### src/rtl/ddr_init_pkg.sv
package ddr_init_pkg;

   // {cs_n, ras_n, cas_n, we_n}
   typedef enum logic [3:0] {
      CMD_MRS = 4'b0000,
      CMD_REF = 4'b0001,
      CMD_PRE = 4'b0010,
      CMD_NOP = 4'b0111
   } dram_cmd_e;

   typedef enum logic [2:0] {
      OP_NONE,
      OP_PREA,
      OP_REF,
      OP_EMRS,
      OP_MRS_DLL,
      OP_MRS_OP
   } issue_e;

   typedef enum logic [3:0] {
      S_PWR,
      S_PRE1,
      S_EMRS,
      S_DLLRST,
      S_PRE2,
      S_REF,
      S_MODE,
      S_SETTLE,
      S_DONE,
      S_RELOCK
   } seq_state_e;

endpackage

### src/rtl/ddr_init_timer.sv
module ddr_init_timer #(
   parameter int             W       = 8,
   parameter logic [W-1:0]   RST_VAL = '0
) (
   input  logic         clk,
   input  logic         rst_n,
   input  logic         load,
   input  logic [W-1:0] load_val,
   output logic         zero
);

   logic [W-1:0] cnt_q;

   // Loadable down counter that parks at zero.
   always_ff @(posedge clk) begin
      if (!rst_n)            cnt_q <= RST_VAL;
      else if (load)         cnt_q <= load_val;
      else if (cnt_q != '0)  cnt_q <= cnt_q - 1'b1;
   end

   assign zero = (cnt_q == '0);

endmodule

### src/rtl/ddr_init_cmd_enc.sv
module ddr_init_cmd_enc
   import ddr_init_pkg::*;
#(
   parameter int                ADDR_W      = 13,
   parameter int                BA_W        = 2,
   parameter int                DLL_RST_BIT = 8,
   parameter int                PREA_BIT    = 10,
   parameter logic [ADDR_W-1:0] MODE_VAL    = 'h032,
   parameter logic [ADDR_W-1:0] EMODE_VAL   = 'h000
) (
   input  issue_e            op,
   output logic [3:0]        cmd,
   output logic [BA_W-1:0]   ba,
   output logic [ADDR_W-1:0] addr
);

   localparam logic [ADDR_W-1:0] DLL_MASK = ADDR_W'(1) << DLL_RST_BIT;
   localparam logic [ADDR_W-1:0] PREA_VAL = ADDR_W'(1) << PREA_BIT;

   always_comb begin
      cmd  = CMD_NOP;
      ba   = '0;
      addr = '0;
      case (op)
         OP_PREA: begin
            cmd  = CMD_PRE;
            addr = PREA_VAL;
         end
         OP_REF: cmd = CMD_REF;
         OP_EMRS: begin
            cmd  = CMD_MRS;
            ba   = BA_W'(1);
            addr = EMODE_VAL;
         end
         OP_MRS_DLL: begin
            cmd  = CMD_MRS;
            addr = MODE_VAL | DLL_MASK;
         end
         OP_MRS_OP: begin
            cmd  = CMD_MRS;
            addr = MODE_VAL & ~DLL_MASK;
         end
         default: ;
      endcase
   end

endmodule

### src/rtl/ddr_init_seq.sv
module ddr_init_seq
   import ddr_init_pkg::*;
#(
   parameter int                CLK_MHZ     = 125,
   parameter int                PWRUP_US    = 200,
   parameter int                T_RP        = 4,
   parameter int                T_EMRS      = 20,
   parameter int                T_MRS       = 2,
   parameter int                T_RFC       = 12,
   parameter int                N_REF       = 2,
   parameter int                T_DLL       = 200,
   parameter int                ADDR_W      = 13,
   parameter int                BA_W        = 2,
   parameter int                DLL_RST_BIT = 8,
   parameter int                PREA_BIT    = 10,
   parameter logic [ADDR_W-1:0] MODE_VAL    = 'h032,
   parameter logic [ADDR_W-1:0] EMODE_VAL   = 'h000
) (
   input  logic              clk,
   input  logic              rst_n,
   input  logic              pwr_stable,
   input  logic              freq_chg_req,
   output logic              cke,
   output logic [3:0]        cmd,
   output logic [BA_W-1:0]   ba,
   output logic [ADDR_W-1:0] addr,
   output logic              init_done
);

   localparam int PWR_CYC = CLK_MHZ * PWRUP_US;
   localparam int STEP_W  = $clog2(PWR_CYC + T_EMRS + T_RFC + T_RP + T_MRS + 1);
   localparam int LOCK_W  = $clog2(T_DLL + 1);
   localparam int REF_W   = $clog2(N_REF + 1);

   // Elaboration-time parameter checks
   if (PWR_CYC < 1)            begin : g_bad_pwr  $error("power-up wait must be nonzero");      end
   if (T_RP < 2)               begin : g_bad_trp  $error("T_RP must be at least 2");            end
   if (T_EMRS < 20)            begin : g_bad_temr $error("T_EMRS must be at least 20");         end
   if (T_MRS < 2)              begin : g_bad_tmrs $error("T_MRS must be at least 2");           end
   if (T_RFC < 2)              begin : g_bad_trfc $error("T_RFC must be at least 2");           end
   if (N_REF < 2)              begin : g_bad_nref $error("N_REF must be at least 2");           end
   if (T_DLL < 200)            begin : g_bad_tdll $error("T_DLL must be at least 200");         end
   if (PREA_BIT >= ADDR_W)     begin : g_bad_pab  $error("PREA_BIT outside address");           end
   if (DLL_RST_BIT >= ADDR_W)  begin : g_bad_dlb  $error("DLL_RST_BIT outside address");        end
   else if (MODE_VAL[DLL_RST_BIT]) begin : g_bad_mv $error("MODE_VAL must keep DLL reset clear"); end

   seq_state_e          state_q, state_d;
   issue_e              op;
   logic                st_load, st_zero, lk_load, lk_zero;
   logic [STEP_W-1:0]   st_val;
   logic [REF_W-1:0]    ref_q;
   logic                ref_inc, ref_clr;
   logic                cke_set, done_set, done_clr;
   logic                cke_q, done_q;
   logic [3:0]          enc_cmd, cmd_q;
   logic [BA_W-1:0]     enc_ba, ba_q;
   logic [ADDR_W-1:0]   enc_addr, addr_q;

   ddr_init_timer #(.W(STEP_W), .RST_VAL(STEP_W'(PWR_CYC - 1))) u_step_tmr (
      .clk(clk), .rst_n(rst_n), .load(st_load), .load_val(st_val), .zero(st_zero)
   );

   ddr_init_timer #(.W(LOCK_W), .RST_VAL('0)) u_lock_tmr (
      .clk(clk), .rst_n(rst_n), .load(lk_load),
      .load_val(LOCK_W'(T_DLL - 1)), .zero(lk_zero)
   );

   ddr_init_cmd_enc #(
      .ADDR_W(ADDR_W), .BA_W(BA_W), .DLL_RST_BIT(DLL_RST_BIT), .PREA_BIT(PREA_BIT),
      .MODE_VAL(MODE_VAL), .EMODE_VAL(EMODE_VAL)
   ) u_enc (
      .op(op), .cmd(enc_cmd), .ba(enc_ba), .addr(enc_addr)
   );

   always_comb begin
      state_d  = state_q;
      op       = OP_NONE;
      st_load  = 1'b0;
      st_val   = '0;
      lk_load  = 1'b0;
      ref_inc  = 1'b0;
      ref_clr  = 1'b0;
      cke_set  = 1'b0;
      done_set = 1'b0;
      done_clr = 1'b0;
      case (state_q)
         S_PWR: begin
            if (!pwr_stable) begin
               st_load = 1'b1;
               st_val  = STEP_W'(PWR_CYC - 1);
            end else if (st_zero) begin
               cke_set = 1'b1;
               st_load = 1'b1;
               state_d = S_PRE1;
            end
         end
         S_PRE1: if (st_zero) begin
            op = OP_PREA; st_load = 1'b1; st_val = STEP_W'(T_RP - 1); state_d = S_EMRS;
         end
         S_EMRS: if (st_zero) begin
            op = OP_EMRS; st_load = 1'b1; st_val = STEP_W'(T_EMRS - 1); state_d = S_DLLRST;
         end
         S_DLLRST: if (st_zero) begin
            op = OP_MRS_DLL; lk_load = 1'b1;
            st_load = 1'b1; st_val = STEP_W'(T_MRS - 1); state_d = S_PRE2;
         end
         S_PRE2: if (st_zero) begin
            op = OP_PREA; st_load = 1'b1; st_val = STEP_W'(T_RP - 1);
            ref_clr = 1'b1; state_d = S_REF;
         end
         S_REF: if (st_zero) begin
            op = OP_REF; st_load = 1'b1; st_val = STEP_W'(T_RFC - 1); ref_inc = 1'b1;
            if (ref_q == REF_W'(N_REF - 1)) state_d = S_MODE;
         end
         S_MODE: if (st_zero) begin
            op = OP_MRS_OP; st_load = 1'b1; st_val = STEP_W'(T_MRS - 1); state_d = S_SETTLE;
         end
         S_SETTLE: if (st_zero && lk_zero) begin
            done_set = 1'b1; state_d = S_DONE;
         end
         S_DONE: if (freq_chg_req) begin
            op = OP_MRS_DLL; lk_load = 1'b1; done_clr = 1'b1; state_d = S_RELOCK;
         end
         S_RELOCK: if (lk_zero) begin
            done_set = 1'b1; state_d = S_DONE;
         end
         default: state_d = S_PWR;
      endcase
   end

   always_ff @(posedge clk) begin
      if (!rst_n) begin
         state_q <= S_PWR;
         ref_q   <= '0;
         cke_q   <= 1'b0;
         done_q  <= 1'b0;
         cmd_q   <= CMD_NOP;
         ba_q    <= '0;
         addr_q  <= '0;
      end else begin
         state_q <= state_d;
         if (ref_clr)      ref_q <= '0;
         else if (ref_inc) ref_q <= ref_q + 1'b1;
         if (cke_set)       cke_q  <= 1'b1;
         if (done_set)      done_q <= 1'b1;
         else if (done_clr) done_q <= 1'b0;
         cmd_q  <= enc_cmd;
         ba_q   <= enc_ba;
         addr_q <= enc_addr;
      end
   end

   assign cke       = cke_q;
   assign cmd       = cmd_q;
   assign ba        = ba_q;
   assign addr      = addr_q;
   assign init_done = done_q;

endmodule

### config.mk
export PLATFORM = sky130hd
export DESIGN_NAME = ddr_init_seq
export DESIGN_NICKNAME = d
export VERILOG_FILES = /design/src/rtl/ddr_init_pkg.sv /design/src/rtl/ddr_init_timer.sv /design/src/rtl/ddr_init_cmd_enc.sv /design/src/rtl/ddr_init_seq.sv
export SDC_FILE = /design/constraint.sdc
export NUM_CORES = 1
export LEC_CHECK = 0
export ABC_AREA = 1
export BUFFER_PORTS_ARGS = -buffer_cell sky130_fd_sc_hd__clkbuf_2
export CAP_MARGIN = 20
export CORE_MARGIN = 5
export CORE_UTILIZATION = 25
export CTS_BUF_LIST = sky130_fd_sc_hd__clkbuf_8
export CTS_CLUSTER_DIAMETER = 50
export DETAILED_ROUTE_END_ITERATION = 16
export PLACE_DENSITY = 0.52
export SYNTH_ARGS = -nofsm -noshare
export SYNTH_HDL_FRONTEND = slang
export SYNTH_SLANG_ARGS = --single-unit
### constraint.sdc
create_clock -name clk -period 2.8 [get_ports clk]
set_input_delay 0.42 -clock clk [delete_from_list [all_inputs] [get_ports clk]]
set_output_delay 0.42 -clock clk [all_outputs]
set_load 0.005 [all_outputs]
==> key figures <==
Synth
  – FF+latch count, synth: 38
  – Post-synth cell types: 26
  – Syn avg cell area: between 6 and 7 µm²
  – Yosys warnings: 0
  – Sequential area share after synthesis: 35.7%
  – Simple-Gate Fraction of Synth Area: a little over a third
  – Synth Instances: 325
  – Compound-cell area share of the yosys netlist: 8.56%
  – Ys flop type: dfxtp_1
  – Adder-Cell Fraction of Synth Area: 2.35%
  – Post-Synth XOR/XNOR Area: about 3.7%
  – EDFF count, synth: 0
  – Largest family of logic cells by synthesized area: simple AND/OR/NAND/NOR gates
  – Multiplexer area fraction after synthesis: 0%
  – Syn Std Cell Area: 2130 µm²
  – Post-synth ARST share: 0%

Die
  – I/O pin count: 25
  – DIE AREA: 10500 µm²
  – Initial core utilization: 25.8%
  – Die width: 102 µm
  – Die Y: just over 100 µm
  – Std-Cell Core Area: 8260 µm²
  – Core Rows: 33

Power and ir drop
  – VDD IR-drop max: 181 µV
  – Leak Pwr: 1.10 nW
  – Pwr Density: roughly 600 nW/µm²
  – Total power: about 1.4 mW

STA
  – Achievable Freq: between 500 and 600 MHz
  – Clock skew: 0.00770 ns
  – Max Slew Vio Count: 0
  – TNS Setup: 0 ns
  – Hold Slack: 0.405 ns
  – Fin. Hold Viols: 0
  – Final period util: 70.0%
  – Final setup fails: 0
  – Fin crit period: 1.96 ns
  – RSZ-0062 raised after global routing: no

Drt
  – Vias: 1902
  – Antenna-violating nets left: 0
  – Avg Vias per Cell: 4.26
  – Routed wire per std cell: roughly 10 µm
  – Drt pass-1 iters: 4
  – Routed WL: 4620 µm
  – DRC viols: 0
  – First DRT Iteration DRCs: 137

Placement
  – Placer Congestion: 0.821
  – Final HPWL DP: roughly 3600 µm
  – IO buf count: 14
  – Dpl cells: 438
  – Placed Area: about 2300 µm²

Clocking
  – Longest Clk Path Bufs: 2
  – CTS Root Cell: clkbuf_8
  – TritonCTS Sinks: 38
  – Hold_buf cts: 0
  – Worst-Skew Late Latency: 0.29 ns
  – CTS tree: yes
  – H-tree Lvls: 2
  – TritonCTS Buffers: 5
  – Postcts setup bufs: 0
  – Post-CTS sizing: 0
  – Clk slew on worst S/H paths: 0.08 ns

Finish
  – Nets@finish: 348
  – Share of cells above drive strength 1: 12.0%
  – Number of diodes: 0
  – Post-route cell area: 2350 µm²
  – Synth-to-layout area growth: 10.4%
  – Layout Cells excl Fill: about 450

Global route
  – Total GRT Usage: 9.47%
  – GRT overflow: 0
  – Initial antenna violation count: 0
  – Number of global-route vias before repair: around 1800
  – First-pass GRT wire length: 7850 µm
  – Grt met1 use: between 10% and 20%
  – Largest net degree at the start of global routing: 16
  – GRT busiest layer: met2
  – Met3 Use GR: 2.25%
  – Met2 GRT Util: 15.3%

Flow run
  – Maxcap violations: 0

Hold path
  – Hold WC Path Type: in2reg

Status
  – Outcome: finished, final reports clean

Worst setup path
  – Top delay family on crit path: simple AND/OR/NAND/NOR gates
  – Delay of the slowest cell on the worst path: 0.35 ns
  – Crit start category: register
  – Critical path required time: just under 3 ns
  – Critical path's slowest cell: nor2_1
  – Worst Path Arrival: 2.12 ns
  – Crit. End Element: register
  – Crit Path Class: reg2reg
  – Crit-path cells: inv_1 -> ha_1 -> nand3_1 -> nor2_2 -> nand2_1 -> nor2_1 -> nor2_1 -> nand2_1 -> o21ai_0
  – Critical path peak fanout: 11
  – CP Buf/Inv Count: 1
-- where the power goes --
group	leakage, nW	switching (mW)	total (mW)	internal [mW]
clock	0.0472	0.203	0.401	0.198
combinational	0.743	0.223	0.366	0.143
sequential	0.309	0.0387	0.633	0.594
total	1.10	0.464	1.40	0.935
-- cell families after synthesis --
group / count (synthesis)
xor gates and xnor gates: 9
buffers and inverters: 63
other: 1
DFF: 38
and+or+nand+nor: 174
adders and majority gates: 4
AOI/OAI and AO/OA: 36
-- synth_stat cells, types with 2 or more instances --
cell | count | area, µm²
inv_2 | 2 | 7.51
nand2_1 | 68 | 255
nor2_2 | 7 | 43.8
o21ai_0 | 22 | 110
nor2_1 | 57 | 214
nand4_1 | 8 | 50.1
ha_1 | 4 | 50.1
nand3_1 | 21 | 105
nor2_4 | 2 | 22.5
clkbuf_1 | 2 | 7.51
inv_1 | 46 | 173
xor2_1 | 6 | 52.6
xnor2_1 | 3 | 26.3
a21oi_1 | 13 | 65.1
dfxtp_1 | 38 | 761
buf_4 | 12 | 90.1
nand2_2 | 5 | 31.3
-- registers in the layout, summed over array words and instances (netlist names) --
name,flops
ba,1
init_done,1
cke,1
ref_q,2
state_q,4
cmd,3
addr,3
u_step_tmr.cnt_q,15
u_lock_tmr.cnt_q,8
-- worst register-to-register path, stage by stage (launching register included) --
cell and delay [ns]:
dfxtp_1 0.32, inv_1 0.09, ha_1 0.20, nand3_1 0.18, nor2_2 0.17, nand2_1 0.29
nor2_1 0.35, nor2_1 0.09, nand2_1 0.08, o21ai_0 0.08
-- cell type report --
class | count | area (µm²)
Clock buffer | 6 | 82.6
Clock inverter | 2 | 12.5
Fill cell | 934 | 5900
Inverter | 48 | 180
Multi-Input combinational cell | 233 | 1120
Sequential cell | 38 | 761
Tap cell | 105 | 131
Timing Repair Buffer | 14 | 70.1
-- cell usage in the layout (no fill, tap or decap) --
cell type	netlist	layout
a21oi_1	13	13
and2_1	1	1
and3_1	1	1
clkbuf_2	0	14
clkbuf_8	0	6
clkinv_2	0	1
clkinvlp_4	0	1
conb_1	1	10
dfxtp_1	38	38
ha_1	4	4
inv_1	46	46
inv_2	2	2
nand2_1	68	68
nand2_2	5	5
nand3_1	21	21
nand3_2	1	1
nand3b_2	1	1
nand4_1	8	8
nor2_1	57	57
nor2_2	7	7
nor2_4	2	2
nor4_1	1	1
o211ai_1	1	1
o21ai_0	22	22
or2_2	1	1
xnor2_1	3	3
xor2_1	6	6
-- per-layer routing --
metal,vias to the layer above,wire [µm],share of wire [%]
met4,0,69,1.5
met1,844,2260,49
met5,-,0,0
met3,5,198,4.3
met2,34,2100,45
li1,1019,-,-
-- path summary, 6_finish.rpt --
path,startpoint,endpoint,slack [ns],depth (start not counted)
max reg2reg,u_step_tmr.cnt_q[0],cmd[2],0.84,9
max,u_step_tmr.cnt_q[0],cmd[2],0.84,9
min reg2reg,cke,cke,0.46,2
min,pwr_stable,cke,0.41,3
-- metrics by stage --
step | setup WS [ns] | utilization (%)
after floorplan | 1.31 | -
after global placement | 0.894 | 27.4
after detailed placement | 0.836 | 27.4
after CTS | 0.829 | 28.5
after global routing | 0.520 | 28.5
final | 0.841 | 28.5
Note: power is estimated with default switching activity, not from simulation.
